## src/rtl/thermal_smb_pkg.sv

```systemverilog
package thermal_smb_pkg;
  localparam int BYTE_W = 8;
  localparam logic [6:0] ARA_ADDR = 7'b0001100;
  localparam logic [BYTE_W-1:0] PTR_TEMP  = 8'd0;
  localparam logic [BYTE_W-1:0] PTR_LIMIT = 8'd1;
  localparam logic [BYTE_W-1:0] PTR_STAT  = 8'd2;

  typedef enum logic [2:0] {
    ST_IDLE, ST_ADDR, ST_ACK_A, ST_RX, ST_ACK_D, ST_TX, ST_TACK, ST_WAIT
  } link_st_e;

  function automatic logic [6:0] own_addr(logic [1:0] fam, logic [2:0] lo);
    logic [3:0] hi;
    case (fam)
      2'd1:    hi = 4'b1001;
      2'd2:    hi = 4'b0101;
      default: hi = 4'b0011;
    endcase
    return {hi, lo};
  endfunction
endpackage

```

## src/rtl/smb_edge.sv

```systemverilog
module smb_edge #(
  parameter int SYNC_STAGES = 2
) (
  input  logic clk_i,
  input  logic rst_ni,
  input  logic scl_i,
  input  logic sda_i,
  output logic sda_o,
  output logic scl_rise_o,
  output logic scl_fall_o,
  output logic start_o,
  output logic stop_o
);
  localparam int MSB = SYNC_STAGES - 1;

  logic [MSB:0] scl_sh, sda_sh;
  logic scl_d, sda_d, scl_s, sda_s;

  always_ff @(posedge clk_i or negedge rst_ni) begin
    if (!rst_ni) begin
      scl_sh <= '1;
      sda_sh <= '1;
      scl_d  <= 1'b1;
      sda_d  <= 1'b1;
    end else begin
      scl_sh <= {scl_sh[MSB-1:0], scl_i};
      sda_sh <= {sda_sh[MSB-1:0], sda_i};
      scl_d  <= scl_sh[MSB];
      sda_d  <= sda_sh[MSB];
    end
  end

  assign scl_s      = scl_sh[MSB];
  assign sda_s      = sda_sh[MSB];
  assign sda_o      = sda_s;
  assign scl_rise_o = scl_s & ~scl_d;
  assign scl_fall_o = ~scl_s & scl_d;
  assign start_o    = scl_s & scl_d & sda_d & ~sda_s;
  assign stop_o     = scl_s & scl_d & ~sda_d & sda_s;
endmodule

```

## src/rtl/therm_regs.sv

```systemverilog
module therm_regs
  import thermal_smb_pkg::*;
#(
  parameter logic [7:0] LIMIT_RST = 8'h50
) (
  input  logic              clk_i,
  input  logic              rst_ni,
  input  logic [BYTE_W-1:0] temp_i,
  input  logic [BYTE_W-1:0] ptr_i,
  input  logic              wr_en_i,
  input  logic [BYTE_W-1:0] wr_data_i,
  input  logic              rd_stb_i,
  input  logic              ara_ack_i,
  output logic [BYTE_W-1:0] rd_data_o,
  output logic              alert_pend_o,
  output logic              alert_no
);
  logic [BYTE_W-1:0] temp_q, limit_q;
  logic lat_q, mask_q, over;

  assign over = temp_q > limit_q;

  always_ff @(posedge clk_i or negedge rst_ni) begin
    if (!rst_ni) begin
      temp_q  <= '0;
      limit_q <= LIMIT_RST;
      lat_q   <= 1'b0;
      mask_q  <= 1'b0;
    end else begin
      temp_q <= temp_i;
      if (wr_en_i) limit_q <= wr_data_i;
      // set wins over the read-to-clear
      if (over) lat_q <= 1'b1;
      else if (rd_stb_i && ptr_i == PTR_STAT) lat_q <= 1'b0;
      if (ara_ack_i) mask_q <= 1'b1;
      else if (!lat_q) mask_q <= 1'b0;
    end
  end

  always_comb begin
    case (ptr_i)
      PTR_TEMP:  rd_data_o = temp_q;
      PTR_LIMIT: rd_data_o = limit_q;
      PTR_STAT:  rd_data_o = {6'b0, over, lat_q};
      default:   rd_data_o = '0;
    endcase
  end

  assign alert_pend_o = lat_q & ~mask_q;
  assign alert_no     = ~alert_pend_o;

  assert_latch_sets_R5: assert property (@(posedge clk_i) disable iff (!rst_ni)
    over |=> lat_q);
  assert_clear_by_read_R6: assert property (@(posedge clk_i) disable iff (!rst_ni)
    $fell(lat_q) |-> $past(rd_stb_i && ptr_i == PTR_STAT));
  assert_claim_by_ara_R8: assert property (@(posedge clk_i) disable iff (!rst_ni)
    $rose(mask_q) |-> $past(ara_ack_i));
endmodule

```

## src/rtl/smb_link.sv

```systemverilog
module smb_link
  import thermal_smb_pkg::*;
(
  input  logic              clk_i,
  input  logic              rst_ni,
  input  logic              sda_i,
  input  logic              scl_rise_i,
  input  logic              scl_fall_i,
  input  logic              start_i,
  input  logic              stop_i,
  input  logic [6:0]        own_addr_i,
  input  logic [BYTE_W-1:0] rd_data_i,
  input  logic              alert_pend_i,
  output logic [BYTE_W-1:0] ptr_o,
  output logic              wr_en_o,
  output logic [BYTE_W-1:0] wr_data_o,
  output logic              rd_stb_o,
  output logic              ara_ack_o,
  output logic              sda_pull_o
);
  link_st_e st_q;
  logic [2:0] cnt_q;
  logic [1:0] idx_q;
  logic [BYTE_W-1:0] sr_q, tx_q, tx_byte;
  logic got_q, rd_mode_q, ara_mode_q, more_q;

  assign tx_byte = ara_mode_q ? {own_addr_i, 1'b0} : rd_data_i;

  always_ff @(posedge clk_i or negedge rst_ni) begin
    if (!rst_ni) begin
      st_q <= ST_IDLE; cnt_q <= '0; idx_q <= '0; sr_q <= '0; tx_q <= '0;
      got_q <= 1'b0; rd_mode_q <= 1'b0; ara_mode_q <= 1'b0; more_q <= 1'b0;
      ptr_o <= PTR_TEMP; wr_en_o <= 1'b0; wr_data_o <= '0;
      rd_stb_o <= 1'b0; ara_ack_o <= 1'b0; sda_pull_o <= 1'b0;
    end else begin
      wr_en_o <= 1'b0; rd_stb_o <= 1'b0; ara_ack_o <= 1'b0;
      if (stop_i) begin
        st_q <= ST_IDLE; sda_pull_o <= 1'b0;
      end else if (start_i) begin
        st_q <= ST_ADDR; cnt_q <= '0; got_q <= 1'b0; sda_pull_o <= 1'b0;
      end else begin
        case (st_q)
          ST_ADDR, ST_RX: begin
            if (scl_rise_i) begin
              sr_q <= {sr_q[BYTE_W-2:0], sda_i};
              if (cnt_q == 3'd7) got_q <= 1'b1;
              else cnt_q <= cnt_q + 3'd1;
            end else if (scl_fall_i && got_q) begin
              got_q <= 1'b0; cnt_q <= '0;
              if (st_q == ST_ADDR) begin
                if (sr_q[7:1] == own_addr_i) begin
                  sda_pull_o <= 1'b1; st_q <= ST_ACK_A;
                  rd_mode_q <= sr_q[0]; ara_mode_q <= 1'b0; idx_q <= '0;
                end else if (sr_q[7:1] == ARA_ADDR && sr_q[0] && alert_pend_i) begin
                  sda_pull_o <= 1'b1; st_q <= ST_ACK_A;
                  rd_mode_q <= 1'b1; ara_mode_q <= 1'b1; ara_ack_o <= 1'b1;
                end else st_q <= ST_WAIT;
              end else if (idx_q == 2'd0) begin
                ptr_o <= sr_q; sda_pull_o <= 1'b1; st_q <= ST_ACK_D; idx_q <= 2'd1;
              end else if (idx_q == 2'd1 && ptr_o == PTR_LIMIT) begin
                wr_en_o <= 1'b1; wr_data_o <= sr_q;
                sda_pull_o <= 1'b1; st_q <= ST_ACK_D; idx_q <= 2'd2;
              end else st_q <= ST_WAIT;
            end
          end
          ST_ACK_A, ST_TACK: begin
            if (st_q == ST_TACK && scl_rise_i) more_q <= ~sda_i;
            else if (scl_fall_i) begin
              if ((st_q == ST_ACK_A && rd_mode_q) || (st_q == ST_TACK && more_q)) begin
                // first data bit goes out on the fall ending the ack clock
                st_q <= ST_TX; cnt_q <= '0;
                sda_pull_o <= ~tx_byte[7];
                tx_q <= {tx_byte[6:0], 1'b0};
                rd_stb_o <= ~ara_mode_q;
              end else if (st_q == ST_ACK_A) begin
                sda_pull_o <= 1'b0; st_q <= ST_RX;
              end else st_q <= ST_WAIT;
            end
          end
          ST_ACK_D: if (scl_fall_i) begin sda_pull_o <= 1'b0; st_q <= ST_RX; end
          ST_TX: if (scl_fall_i) begin
            if (cnt_q == 3'd7) begin
              sda_pull_o <= 1'b0; st_q <= ST_TACK; more_q <= 1'b0;
            end else begin
              sda_pull_o <= ~tx_q[7]; tx_q <= {tx_q[6:0], 1'b0}; cnt_q <= cnt_q + 3'd1;
            end
          end
          default: ;
        endcase
      end
    end
  end

  assert_addr_quiet_R1: assert property (@(posedge clk_i) disable iff (!rst_ni)
    (st_q == ST_ADDR) |-> !sda_pull_o);
  assert_write_limit_only_R2: assert property (@(posedge clk_i) disable iff (!rst_ni)
    wr_en_o |-> ptr_o == PTR_LIMIT);
  assert_ara_pending_R8: assert property (@(posedge clk_i) disable iff (!rst_ni)
    ara_ack_o |-> $past(alert_pend_i));
endmodule

```

## src/rtl/thermal_smb_target.sv

```systemverilog
module thermal_smb_target
  import thermal_smb_pkg::*;
#(
  parameter int         SYNC_STAGES = 2,
  parameter logic [7:0] LIMIT_RST   = 8'h50
) (
  input  logic       clk_i,
  input  logic       rst_ni,
  input  logic       scl_i,
  input  logic       sda_i,
  output logic       sda_pull_o,
  input  logic [1:0] addr_fam_i,
  input  logic [2:0] addr_lo_i,
  input  logic [7:0] temp_i,
  output logic       alert_no
);
  logic sda_s, scl_rise, scl_fall, start, stop;
  logic wr_en, rd_stb, ara_ack, alert_pend;
  logic [BYTE_W-1:0] ptr, wr_data, rd_data;

  smb_edge #(.SYNC_STAGES(SYNC_STAGES)) u_edge (
    .clk_i, .rst_ni, .scl_i, .sda_i, .sda_o(sda_s),
    .scl_rise_o(scl_rise), .scl_fall_o(scl_fall), .start_o(start), .stop_o(stop)
  );

  smb_link u_link (
    .clk_i, .rst_ni, .sda_i(sda_s), .scl_rise_i(scl_rise), .scl_fall_i(scl_fall),
    .start_i(start), .stop_i(stop), .own_addr_i(own_addr(addr_fam_i, addr_lo_i)),
    .rd_data_i(rd_data), .alert_pend_i(alert_pend), .ptr_o(ptr), .wr_en_o(wr_en),
    .wr_data_o(wr_data), .rd_stb_o(rd_stb), .ara_ack_o(ara_ack), .sda_pull_o
  );

  therm_regs #(.LIMIT_RST(LIMIT_RST)) u_regs (
    .clk_i, .rst_ni, .temp_i, .ptr_i(ptr), .wr_en_i(wr_en), .wr_data_i(wr_data),
    .rd_stb_i(rd_stb), .ara_ack_i(ara_ack), .rd_data_o(rd_data),
    .alert_pend_o(alert_pend), .alert_no
  );
endmodule

```

## config.mk

```make
export PLATFORM = sky130hd
export DESIGN_NAME = thermal_smb_target
export DESIGN_NICKNAME = d
export VERILOG_FILES = /design/src/rtl/thermal_smb_pkg.sv /design/src/rtl/smb_edge.sv /design/src/rtl/therm_regs.sv /design/src/rtl/smb_link.sv /design/src/rtl/thermal_smb_target.sv
export SDC_FILE = /design/constraint.sdc
export NUM_CORES = 1
export LEC_CHECK = 0
export ABC_AREA = 1
export BUFFER_PORTS_ARGS = -buffer_cell sky130_fd_sc_hd__buf_2
export CORE_MARGIN = 2
export CORE_UTILIZATION = 25
export CTS_CLUSTER_SIZE = 20
export DETAILED_ROUTE_END_ITERATION = 16
export HOLD_SLACK_MARGIN = 0.02
export SYNTH_ARGS = -nofsm -noshare
export SYNTH_HDL_FRONTEND = slang
export SYNTH_HIERARCHICAL = 1
export SYNTH_SLANG_ARGS = --single-unit
```

## constraint.sdc

```tcl
create_clock -name clk_i -period 2.3 [get_ports clk_i]
set_input_delay 0.46 -clock clk_i [delete_from_list [all_inputs] [get_ports clk_i]]
set_output_delay 0.46 -clock clk_i [all_outputs]
set_load 0.01 [all_outputs]
```

Yosys cells after proc, flatten, opt, wreduce, memory -nomap -nowiden:

Cells that the tools add are included.

* register bits after elaboration: 72
* input port bits: 17
* memory bits (writable): 0
* ROM bits: 0
* memories: 0
* latch bits: 0

* order comparisons: 1
* add/subtract/negate cells: 1
* eq/ne operators: 39
* divide/modulo/power cells: 0
* multiply operators: 0
* bitwise logic cells: 22
* reductions and logical operators: 32
* multiplexer cells: 93
* shift operators: 0

Operator list (number)
* 2-to-1 mux 3 bit: 23
* 2-to-1 mux 1 bit: 52
* 2-to-1 mux 8 bit: 6
* AND reduction 7 bit: 4
* one-hot mux 8 bit (3 select lines): 1
* AND reduction 8 bit: 3
* inequality test 4 x 3 -> 1 bit (second input constant): 5
* one-hot mux 8 bit (2 select lines): 1
* NOT 1 bit: 14
* equality test 3 bit (second input constant): 4
* one-hot mux 3 bit (4 select lines): 1
* 2-to-1 mux 2 bit: 5
* inequality test 2 x 1 -> 1 bit (second input constant): 5
* AND reduction 10 bit: 1
* inequality test 3 x 2 -> 1 bit (second input constant): 3
* one-hot mux 3 bit (3 select lines): 1
* bitwise AND 1 bit: 8
* equality test 8 x 1 -> 1 bit (second input constant): 1
* equality test 8 x 2 -> 1 bit (second input constant): 1
* greater-than comparator 8 bit: 1
* logical AND 1 bit: 8
* logical NOT 8 bit: 1
* inequality test 2 bit (second input constant): 4
* inequality test 4 bit (second input constant): 2
* other kinds (24): 33

Depth between registers and ports, before layout:

Gate-level depths: netlist (run 1).

* depth in word-level cells: 11
* mapped depth: 15

Cells and area by module:

The synthesis (run 1) kept the hierarchy.

By module, submodules not included
* smb_link: sequential area each 1176.1 um^2, instances 1, cells each 354, area an instance 2625.0 um^2
* therm_regs: sequential area each 452.9 um^2, instances 1, cells each 113, area an instance 991.0 um^2
* smb_edge: sequential area each 157.7 um^2, instances 1, cells each 17, area an instance 198.9 um^2
* thermal_smb_target: sequential area each 0.0 um^2, instances 1, cells each 5, area an instance 36.3 um^2

Worst setup path after synthesis (run 1):

Ideal clock, no wire load.

* kind: flip-flop to flip-flop
* start point: reg u_edge.sda_sh[1]
* end point: reg u_link.rd_mode_q
* required time: 2.171 ns
* arrival time: 1.638 ns
* cell stages (with the launch flop): 10
* period minus slack after synthesis: 1.767 ns
* setup slack: 0.533 ns
* cell sequence: dfstp_2 -> inv_1 -> nand2_1 -> nor2_1 -> nor2_1 -> buf_2 -> inv_1 -> nor3_2 -> nor3b_1 -> a21oi_1

* word-level cells in the longest chain between the ends: 4
* elaborated cells between the ends (all ways): 6

RTL lines
* from (decl): RTL line smb_edge.sv:16 `logic [MSB:0] scl_sh, sda_sh;`
* from (signal assigned): RTL line smb_edge.sv:27 `sda_sh <= {sda_sh[MSB-1:0], sda_i};`
* NOT 1 bit: RTL line smb_edge.sv:38 `assign start_o = scl_s & scl_d & sda_d & ~sda_s;`
* bitwise AND 1 bit: RTL line smb_edge.sv:38
* via start: RTL line thermal_smb_target.sv:17 `logic sda_s, scl_rise, scl_fall, start, stop;`
* NOT 1 bit (no source line)
* AND reduction 7 bit (no source line)
* to (signal assigned): RTL line smb_link.sv:32 `got_q <= 1'b0; rd_mode_q <= 1'b0; ara_mode_q <= 1'b0; more_q <= 1'b0;`
* to (signal assigned): RTL line smb_link.sv:53 `rd_mode_q <= sr_q[0]; ara_mode_q <= 1'b0; idx_q <= '0;`
* to (signal assigned): RTL line smb_link.sv:56 `rd_mode_q <= 1'b1; ara_mode_q <= 1'b1; ara_ack_o <= 1'b1;`
* to (decl): RTL line smb_link.sv:25 `logic got_q, rd_mode_q, ara_mode_q, more_q;`

The timed path passes the listed nets, and every way through them passes these cells.
A chain may end at the register's enable or synchronous reset.

Final worst setup path (run 1):

* start point: reg u_edge.sda_sh[1]
* end point: reg u_link.wr_data_o[3]

* word-level cells in the longest chain between the ends: 4
* elaborated cells between the ends (all ways): 6

RTL lines
* NOT 1 bit: RTL line smb_edge.sv:38
* bitwise AND 1 bit: RTL line smb_edge.sv:38
* via start: RTL line thermal_smb_target.sv:17
* NOT 1 bit (no source line)
* AND reduction 8 bit (no source line)
* to (signal assigned): RTL line smb_link.sv:33 `ptr_o <= PTR_TEMP; wr_en_o <= 1'b0; wr_data_o <= '0;`
* to (signal assigned): RTL line smb_link.sv:61 `wr_en_o <= 1'b1; wr_data_o <= sr_q;`
* to (decl): RTL line smb_link.sv:16 `output logic [BYTE_W-1:0] wr_data_o,`

The timed path passes the listed nets, and every way through them passes these cells.

==> impl_metrics.py, run 1 <==
metrics = {
    "detailed_routing": {
        "drc_errors": 0,
        "drt-pass1-iter-count": 4,
        "drt-total-wl_um": 8560,
        "drt_iter0_markers": 230,
        "viasPerCell": 4.38,
        "via_count": 3101,
        "wl_per_cell_um": 12.1,
        "ant_nets": 0,
    },
    "worst_setup_path": {
        "arrival_ns": 2.28,
        "critical_path_buf_inv_count": 2,
        "slowest_delay_ns": 0.56,
        "cpLargestDelayFamily": "simple AND/OR/NAND/NOR gates",
        "worstPathMaxFanout": 18,
        "worst_ep_required_time_ns": 2.51,
        "worstSetupPathType": "flop to flop",
        "slowest_stage": "dfstp_2",
        "worstSetupEndpointType": "flop",
        "cp_cell_sequence": "inv_1 > nand2_1 > nor2_1 > nor2_1 > buf_4 > nand2_2 > nor2_4 > nand3_4 > nand2_1 > o21ai_0",
        "worstSetupStartpointType": "flop",
    },
    "die": {
        "initial_core_util": 0.254,
        "coreArea_um2": 15100,
        "chipHeight_um": 128,
        "num_io_pins": 19,
        "row_count": 45,
        "dieArea_um2": 16400,
        "die_x_um": 128,
    },
    "placement": {
        "post-place-ws_ns": 0.224,
        "io_buffers": 18,
        "dp_hpwl_um": 6440,
        "globalplace.congestion": 0.860,
    },
    "clock_network": {
        "postCtsHoldBufs": 0,
        "clk_latency_ns": 0.33,
        "clockBufferDepth": 2,
        "post_cts_buffers": 0,
        "cts-resized-gates": 0,
        "cts_tree": "done",
        "clk_pin_slew_ns": 0.06,
        "cts_htree_levels": 3,
        "cts_sinks": 71,
        "cts_root_buffer": "clkbuf_16",
        "cts-buffers-inserted": 9,
    },
    "layout": {
        "final_common_cell": "nand2_1",
        "drive_above_1_share": 0.158,
        "nets": 542,
        "fillCellCount": 1631,
        "layout_common_cells": "nand2_1 (136), inv_1 (63), dfrtp_1 (63)",
        "syn_to_final_growth_pct": 15.8,
    },
    "synthesis": {
        "async_reset_ff_frac": 1.00,
        "synth_largest_area_cell": "dfrtp_1",
        "synth_seq_cells": 71,
        "synth_edf_count": 0,
        "yosysUniqueCellTypes": 41,
        "seq_area_frac_synth": 0.464,
        "yosys_warnings": 6,
        "synth_top_area_frac": 0.409,
        "synth_area_um2": 3850,
        "syn_area_per_cell_um2": 7.88,
        "synthFlopType": "dfrtp_1",
        "syn_inst": 489,
        "yosys-top-cells-area": "dfrtp_1 (41%), nand2_1 (13%), o21ai_0 (6.2%)",
    },
    "timing": {
        "layout_setup_ws_ns": 0.236,
        "slew_violations": 0,
        "rsz0062_at_grt": "false",
        "tns_ns": 0,
        "worst_pin_slew_ns": 0.529,
        "hold_viol": 0,
        "period_share": 0.897,
        "period_minus_slack_ns": 2.06,
        "skew_ns": 0.00833,
        "max_freq_mhz": 485,
        "report.final.setup_viol": 0,
        "slew_headroom": 0.646,
    },
    "power_and_ir_drop": {
        "ir_drop_mv": 0.278,
        "comb_power_share": 0.322,
        "cellLeakagePower_uw": 0.00214,
        "p_seq_frac": 0.380,
        "p_sw_uw": 1600,
        "p_clk_frac": 0.298,
        "powerDensity_nw_per_um2": 969,
        "intPower_uw": 2720,
        "swShare": 0.371,
    },
    "global_route": {
        "grt_pass1_wl_um": 14200,
        "grt_max_degree": 41,
        "overflow": 0,
        "antenna_found_initial": 1,
        "grt_pass1_vias": 2881,
        "gr-usage-all-layers": 0.111,
    },
    "hold_path": {
        "hold_path_class": "input pin to async pin",
    },
    "outcome": {
        "status": "finished, final reports clean",
    },
    "run": {
        "maxCapViolCount": 0,
    },
}
==> final timing paths <==
kind	slack, ns	startpoint	end	cells past startpoint
setup / recovery	0.24	u_edge/sda_sh[1]	u_link/wr_data_o[3]	10
hold / removal	0.07	rst_ni	u_link/ptr_o[3]	1
setup reg to reg	0.24	u_edge/sda_sh[1]	u_link/wr_data_o[3]	10
hold reg to reg	0.35	u_edge/scl_sh[0]	u_edge/scl_sh[1]	0
max in group asynchronous	1.61	rst_ni	u_regs/limit_q[4]	2
min in group clk_i	0.23	temp_i[1]	u_regs/temp_q[1]	1
==> power by group through the flow <==
stage | Combinational, uW | Clock [uW] | Sequential, uW
after CTS | 1400 | 1330 | 1640
after detailed placement | 1400 | 0 | 1660
final | 1390 | 1290 | 1640
after global placement | 1390 | 0 | 1660
after global routing | 1590 | 1380 | 1670
after floorplan | 1060 | 0 | 1620
==> metal layers <==
metal  up-vias  wire length, um  GRT usage
met2        41             3930      0.175
met4         0              120     0.0440
li1       1616                -          -
met1      1438             4200      0.149
met3         6              309     0.0242
met5         -                0          0
==> synthesized netlist by cell type, drive strengths merged (2+ instances only) <==
master,n
nor3b,2
a21o,2
o21ai,62
dfrtp,63
nor3,7
or2,3
ha,11
buf,5
dfstp,8
inv,67
nand3,31
nand4,4
clkbuf,3
a21oi,12
nor2,49
nand2,144
and2,2
o211ai,5
==> flip-flops by register name, indices dropped and copies added (netlist names), 2 cells and up <==
signal,flops
u_link/idx_q,2
u_link/cnt_q,3
u_link/sr_q,8
u_regs/temp_q,8
u_regs/limit_q,8
u_edge/scl_sh,2
u_link/ptr_o,8
u_link/st_q,3
u_edge/sda_sh,2
u_link/wr_data_o,8
u_link/tx_q,7
==> per-stage QoR <==
stage / cell area [um2] / hold slack (ns) / utilization / total power (uW) / std cells
2_1_floorplan: 3850 / 0.164 / - / 2690 / 490
3_3_place_gp: 4180 / 0.346 / 0.276 / 3050 / 691
3_5_place_dp: 4180 / 0.348 / 0.276 / 3060 / 691
4_1_cts: 4460 / 0.0776 / 0.294 / 4370 / 707
5_1_grt: 4460 / 0.0904 / 0.294 / 4650 / 707
6_report: 4460 / 0.0671 / 0.294 / 4320 / 708
==> cell families (layout without fill, tap and decap cells) <==
kind of cell / Yosys count / in the layout / synth area share
buffers and inverters: 75 / 104 / 0.0763
adders and majority gates: 11 / 11 / 0.0357
other: 1 / 3 / 0.000974
and+or+nand+nor: 244 / 244 / 0.294
DFF: 71 / 71 / 0.464
AOI/OAI and AO/OA: 85 / 85 / 0.124
muxes: 1 / 1 / 0.00292
xor gates and xnor gates: 1 / 1 / 0.00227
==> worst reg2reg max path, cell delays in order, from the launching register on <==
cell and delay, ns:
dfstp_2 0.56, inv_1 0.05, nand2_1 0.05, nor2_1 0.08, nor2_1 0.35, buf_4 0.22
nand2_2 0.08, nor2_4 0.17, nand3_4 0.20, nand2_1 0.12, o21ai_0 0.08
==> cell type report <==
| type | instances | area (um2) | share of cell area |
|---|---|---|---|
| flip-flops and latches | 71 | 1790 | 0.401 |
| well taps | 188 | 235 | 0.0528 |
| repair buffers | 21 | 128 | 0.0286 |
| inverters | 67 | 251 | 0.0564 |
| diodes | 1 | 2.50 | 0.000561 |
| clock inverters | 3 | 20.0 | 0.00449 |
| clock buffers | 13 | 260 | 0.0584 |
| multi-input cells | 344 | 1770 | 0.398 |
No activity file was read; power rests on OpenSTA's default activity.
==> run 2: changes to the inputs <==
- PLACE_DENSITY: default -> 0.42
==> run 2 against run 1 <==
Total power rose by 1.5%. Via count rose by 0.61%. Combinational power barely moved. Core utilization rose by 0.36 points. Sequential power barely moved. Final cell count rose by 0.56%. Largest cell class unchanged.
==> impl_metrics.py, run 2 (synthesis gave the netlist of run 1 again) <==
metrics = {
    "worst_setup_path": {
        "reg2reg_slack_ns": 0.26,
        "worstSetupStartpointType": "flop",
        "slowest_stage": "dfstp_2",
        "r2r_cells": 8,
        "cp_cell_sequence": "inv_1 > nand2_1 > nor2_1 > nor2_1 > inv_1 > nor3_2 > nor3b_1 > a21oi_1",
        "reg2reg_to": "u_link/rd_mode_q",
        "worstSetupEndpointType": "flop",
        "worstPathMaxFanout": 8,
        "slowest_delay_ns": 0.56,
        "worst_ep_required_time_ns": 2.51,
        "worstSetupPathType": "flop to flop",
        "r2r-start": "u_edge/sda_sh[1]",
        "arrival_ns": 2.25,
    },
    "power_and_ir_drop": {
        "ir_drop_mv": 0.354,
        "cellLeakagePower_uw": 0.00218,
        "powerDensity_nw_per_um2": 972,
    },
    "timing": {
        "period_minus_slack_ns": 2.04,
        "worst_hold_slack_ns": 0.0945,
        "max_freq_mhz": 490,
        "tns_ns": 0,
        "skew_ns": 0.0104,
        "hold_viol": 0,
        "period_share": 0.887,
        "slew_violations": 0,
        "report.final.setup_viol": 0,
        "rsz0062_at_grt": "false",
    },
    "layout": {
        "final_common_cell": "nand2_1",
        "drive_above_1_share": 0.168,
        "antennaDiodeCount": 0,
        "syn_to_final_growth_pct": 17.2,
        "seqCellArea_um2": 1790,
        "layout_common_cells": "nand2_1 (136), inv_1 (63), dfrtp_1 (63)",
        "fillCellCount": 1622,
        "nets": 547,
        "multi_input_area_um2": 1770,
    },
    "die": {
        "coreArea_um2": 15100,
        "row_count": 45,
        "chipHeight_um": 128,
        "die_x_um": 128,
        "dieArea_um2": 16400,
        "num_io_pins": 19,
        "initial_core_util": 0.254,
    },
    "detailed_routing": {
        "via_count": 3120,
        "drt-pass1-iter-count": 4,
        "viasPerCell": 4.38,
        "ant_nets": 0,
        "drt-total-wl_um": 9350,
        "drt_iter0_markers": 238,
        "drc_errors": 0,
        "wl_per_cell_um": 13.1,
    },
    "global_route": {
        "gr-usage-all-layers": 0.123,
        "grt_max_degree": 38,
        "overflow": 0,
        "grt_pass1_wl_um": 15500,
        "grt_pass1_vias": 3022,
        "antenna_found_initial": 0,
    },
    "clock_network": {
        "clockBufferDepth": 2,
        "cts_htree_levels": 3,
        "cts_sinks": 71,
        "cts-buffers-inserted": 9,
        "postCtsHoldBufs": 0,
        "clk_pin_slew_ns": 0.06,
        "cts_root_buffer": "clkbuf_16",
        "clk_latency_ns": 0.33,
        "cts_tree": "done",
    },
    "placement": {
        "globalplace.congestion": 0.887,
        "dp_hpwl_um": 7130,
        "io_buffers": 18,
    },
    "run": {
        "maxCapViolCount": 0,
    },
    "hold_path": {
        "hold_path_class": "input pin to async pin",
    },
    "outcome": {
        "status": "finished, final reports clean",
    },
}
run 2: cell count changes in the layout (fill, tap and decap cells not counted):
cell / before / now
buf_12: 1 / 2
buf_4: 3 / 7
clkbuf_1: 2 / 1
clkinv_4: 0 / 2
clkinvlp_4: 2 / 1
diode_2: 1 / 0
run 2: final cells by class:
type                       instances  area share
clock inverter                     4     0.00666
clock buffer                      12      0.0568
timing repair buffer              26      0.0394
multi-input combinational        344       0.393
inverter                          67      0.0557
tap                              188      0.0521
sequential                        71       0.396
run 2: how the worst max path moves through the flow:
stage                     depth (start not counted)        startpoint               end  slack [ns]
final                                             8  u_edge/sda_sh[1]  u_link/rd_mode_q        0.26
after global routing                              8  u_edge/sda_sh[1]  u_link/rd_mode_q        0.01
after CTS                                         8  u_edge/sda_sh[1]    u_link/tx_q[1]        0.13
after detailed placement                          8  u_edge/sda_sh[1]    u_link/tx_q[1]        0.15
after global placement                           13     addr_fam_i[0]    u_link/st_q[0]        0.18
after floorplan                                   9  u_edge/sda_sh[1]  u_link/rd_mode_q        0.53
run 2: per-layer routing:
metal | up-vias | share of wire | track usage
met5 | - | 0 | 0
met3 | 10 | 0.021 | 0.0217
li1 | 1634 | - | -
met4 | 0 | 0.016 | 0.0537
met1 | 1452 | 0.52 | 0.173
met2 | 24 | 0.44 | 0.185
run 2: critical path: cells and delay by family, from the launching register on:
family,cells,cell delay (ns)
AOI/OAI and AO/OA,1,0.10
DFF,1,0.56
and+or+nand+nor,5,1.04
buffers and inverters,2,0.23
run 2: metrics by stage:
stage / area, um2 / worst slack (ns) / utilization / cells / total power [uW]
3_5_place_dp: 4210 / 0.152 / 0.278 / 695 / 3080
2_1_floorplan: 3850 / 0.533 / - / 490 / 2690
4_1_cts: 4490 / 0.132 / 0.297 / 711 / 4450
5_1_grt: 4510 / 0.0134 / 0.298 / 712 / 4750
6_report: 4510 / 0.261 / 0.298 / 712 / 4390
3_3_place_gp: 4210 / 0.179 / 0.278 / 695 / 3070
run 2: timing repair:
action / CTS / global route
resized for setup: 0 / 0
endpoints found under the setup margin: 0 / 7
buffers inserted: 0 / 1
hold endpoints to repair: 0 / 0
run 2: power breakdown:
part,switching [uW],internal (uW)
sequential,173,1470
clock,538,791
combinational,936,480
total,1650,2740
==> run 3: changes to the inputs <==
- CORE_UTILIZATION: 25 -> 35
- PLACE_DENSITY: 0.42 -> 0.55
- clock period: 2.3 -> 1.64 ns (I/O delays scaled with it)
==> run 3 against run 2 <==
Register-to-register slack got worse by 0.34 ns. Sequential cell count stayed put. The run now ends with negative setup slack left. Total power up 48%. Clock skew is 0.0033 ns higher. Count of clock-buffer cells in the layout is the same. Final cell count increased by 2.4%. Clock power is 16% higher. Core utilization up 18 points. Worst setup slack worse by 0.34 ns. Sequential power rose by 40%.
==> impl_metrics.py, run 3 (synthesis gave the netlist of run 1 again) <==
metrics = {
    "outcome": {
        "status": "complete, but fails checks",
        "violations": "negative setup slack",
    },
    "placement": {
        "io_buffers": 18,
        "dp_hpwl_um": 7020,
        "dp_cells": 699,
        "globalplace.congestion": 0.870,
    },
    "hold_path": {
        "hold-path-endpoint": "u_edge/sda_sh[0]",
        "holdCritStartpoint": "sda_i",
        "hold_path_class": "input pin to flop",
        "hold-path-cell-count": 1,
    },
    "worst_setup_path": {
        "cp_cell_sequence": "inv_2 > nand2_2 > nor2_4 > nor2_4 > buf_6 > nand2_4 > nor2_4 > buf_12 > nand3_4 > nand2_2 > o21ai_1",
        "worstSetupStartpointType": "flop",
        "arrival_ns": 1.96,
        "worstSetupPathType": "flop to flop",
        "worstPathMaxFanout": 8,
        "slowest_delay_ns": 0.55,
        "reg2reg_slack_ns": -0.08,
        "cpLargestDelayFamily": "simple AND/OR/NAND/NOR gates",
        "r2r_cells": 11,
        "reg2reg_to": "u_link/ptr_o[0]",
        "crit_path_frequent_cell": "nor2_4",
        "worstSetupEndpointType": "flop",
        "slowest_stage": "dfstp_2",
        "critical_path_buf_inv_count": 3,
        "r2r-start": "u_edge/sda_d",
        "crit_start": "u_edge/sda_d",
        "worst_ep_required_time_ns": 1.88,
    },
    "detailed_routing": {
        "viasPerCell": 4.80,
        "ant_nets": 0,
        "drt-total-wl_um": 10100,
        "wl_per_cell_um": 13.9,
        "via_count": 3501,
        "drc_errors": 0,
        "drt-pass1-iter-count": 4,
        "drt_iter0_markers": 188,
    },
    "die": {
        "num_io_pins": 19,
        "chipHeight_um": 109,
        "coreArea_um2": 10800,
        "die_x_um": 109,
        "initial_core_util": 0.357,
        "row_count": 38,
        "dieArea_um2": 11900,
    },
    "clock_network": {
        "cts_sinks": 71,
        "clk_pin_slew_ns": 0.08,
        "cts_root_buffer": "clkbuf_8",
        "cts_tree": "done",
        "cts_htree_levels": 3,
        "cts-buffers-inserted": 9,
        "clockBufferDepth": 2,
        "clk_latency_ns": 0.35,
    },
    "global_route": {
        "overflow": 0,
        "gr-usage-all-layers": 0.184,
        "grt_max_degree": 28,
        "grt_pass1_wl_um": 16800,
        "grt_pass1_vias": 3421,
        "antenna_found_initial": 0,
    },
    "power_and_ir_drop": {
        "powerDensity_nw_per_um2": 1250,
        "cellLeakagePower_uw": 0.00249,
        "report.power.total_uw": 6510,
        "ir_drop_mv": 0.585,
    },
    "timing": {
        "slew_headroom": 0.543,
        "slew_violations": 0,
        "skew_ns": 0.0136,
        "layout_setup_ws_ns": -0.0757,
        "period_minus_slack_ns": 1.72,
        "max_freq_mhz": 583,
        "worst_hold_slack_ns": 0.0689,
        "report.final.setup_viol": 22,
        "period_share": 1.05,
        "hold_viol": 0,
        "worst_pin_slew_ns": 0.683,
        "rsz0062_at_grt": "true",
    },
    "layout": {
        "layout_common_cells": "nand2_1 (117), dfrtp_1 (63), buf_4 (60)",
        "syn_to_final_growth_pct": 35.2,
        "antennaDiodeCount": 0,
        "nets": 612,
        "instances_no_fill": 729,
        "final_common_cell": "nand2_1",
        "drive_above_1_share": 0.355,
        "post-route-util": 0.482,
    },
    "run": {
        "maxCapViolCount": 0,
    },
}
-- run 3: worst max path at each step --
| stage | endpoint | slack (ns) | depth (start not counted) |
|---|---|---|---|
| 6_report | u_link/ptr_o[0] | -0.08 | 11 |
| 5_1_grt | u_link/sda_pull_o | -0.20 | 12 |
| 4_1_cts | u_link/ptr_o[0] | -0.07 | 11 |
| 2_1_floorplan | u_link/sda_pull_o | -0.01 | 12 |
| 3_5_place_dp | u_link/idx_q[0] | -0.17 | 12 |
| 3_3_place_gp | u_link/idx_q[1] | -0.14 | 12 |
-- run 3: where the power goes --
group          internal (uW)  switching, uW  leakage, uW
logic                   1060           1610      0.00149
clock network            831            712     0.000109
registers               2050            238     0.000893
-- run 3: what timing repair did --
item                                    in CTS  in global routing
endpoints found under the hold margin       24                  0
pin swaps                                   31                 26
cloned                                       6                  0
setup buffers                                6                  1
hold buffers                                 1                  0
endpoints found under the setup margin      41                 45
gates resized for setup                     36                 55
-- run 3: area by class of cell --
cell class              count  area [um2]
well taps                 140         175
inverters                  67         251
clock inverters             4        51.3
flip-flops and latches     71        1790
clock buffers              12         165
fillers                  1036        5590
repair buffers             86         664
multi-input cells         349        2110
-- run 3: worst reg2reg max path, cell delays in order, from the launching register on --
cell and delay [ns]:
dfstp_2 0.55, inv_2 0.04, nand2_2 0.07, nor2_4 0.05, nor2_4 0.11, buf_6 0.14, nand2_4 0.06, nor2_4 0.10
buf_12 0.16, nand3_4 0.15, nand2_2 0.12, o21ai_1 0.06
-- run 3: per-stage QoR --
| step | worst slack [ns] | cell area, um2 | TNS, ns |
|---|---|---|---|
| 3_3_place_gp | -0.141 | 4590 | -2.06 |
| 5_1_grt | -0.198 | 5200 | -4.39 |
| 3_5_place_dp | -0.170 | 4590 | -2.76 |
| 6_report | -0.0757 | 5200 | -0.555 |
| 2_1_floorplan | -0.0102 | 3890 | -0.0345 |
| 4_1_cts | -0.0653 | 5040 | -1.04 |
-- run 3: routing by layer --
| layer | wire, um | up-vias | GRT usage |
|---|---|---|---|
| li1 | - | 1767 | - |
| met1 | 4780 | 1653 | 0.247 |
| met2 | 4760 | 74 | 0.302 |
| met3 | 465 | 7 | 0.0442 |
| met4 | 98 | 0 | 0.0375 |
| met5 | 0 | - | 0 |
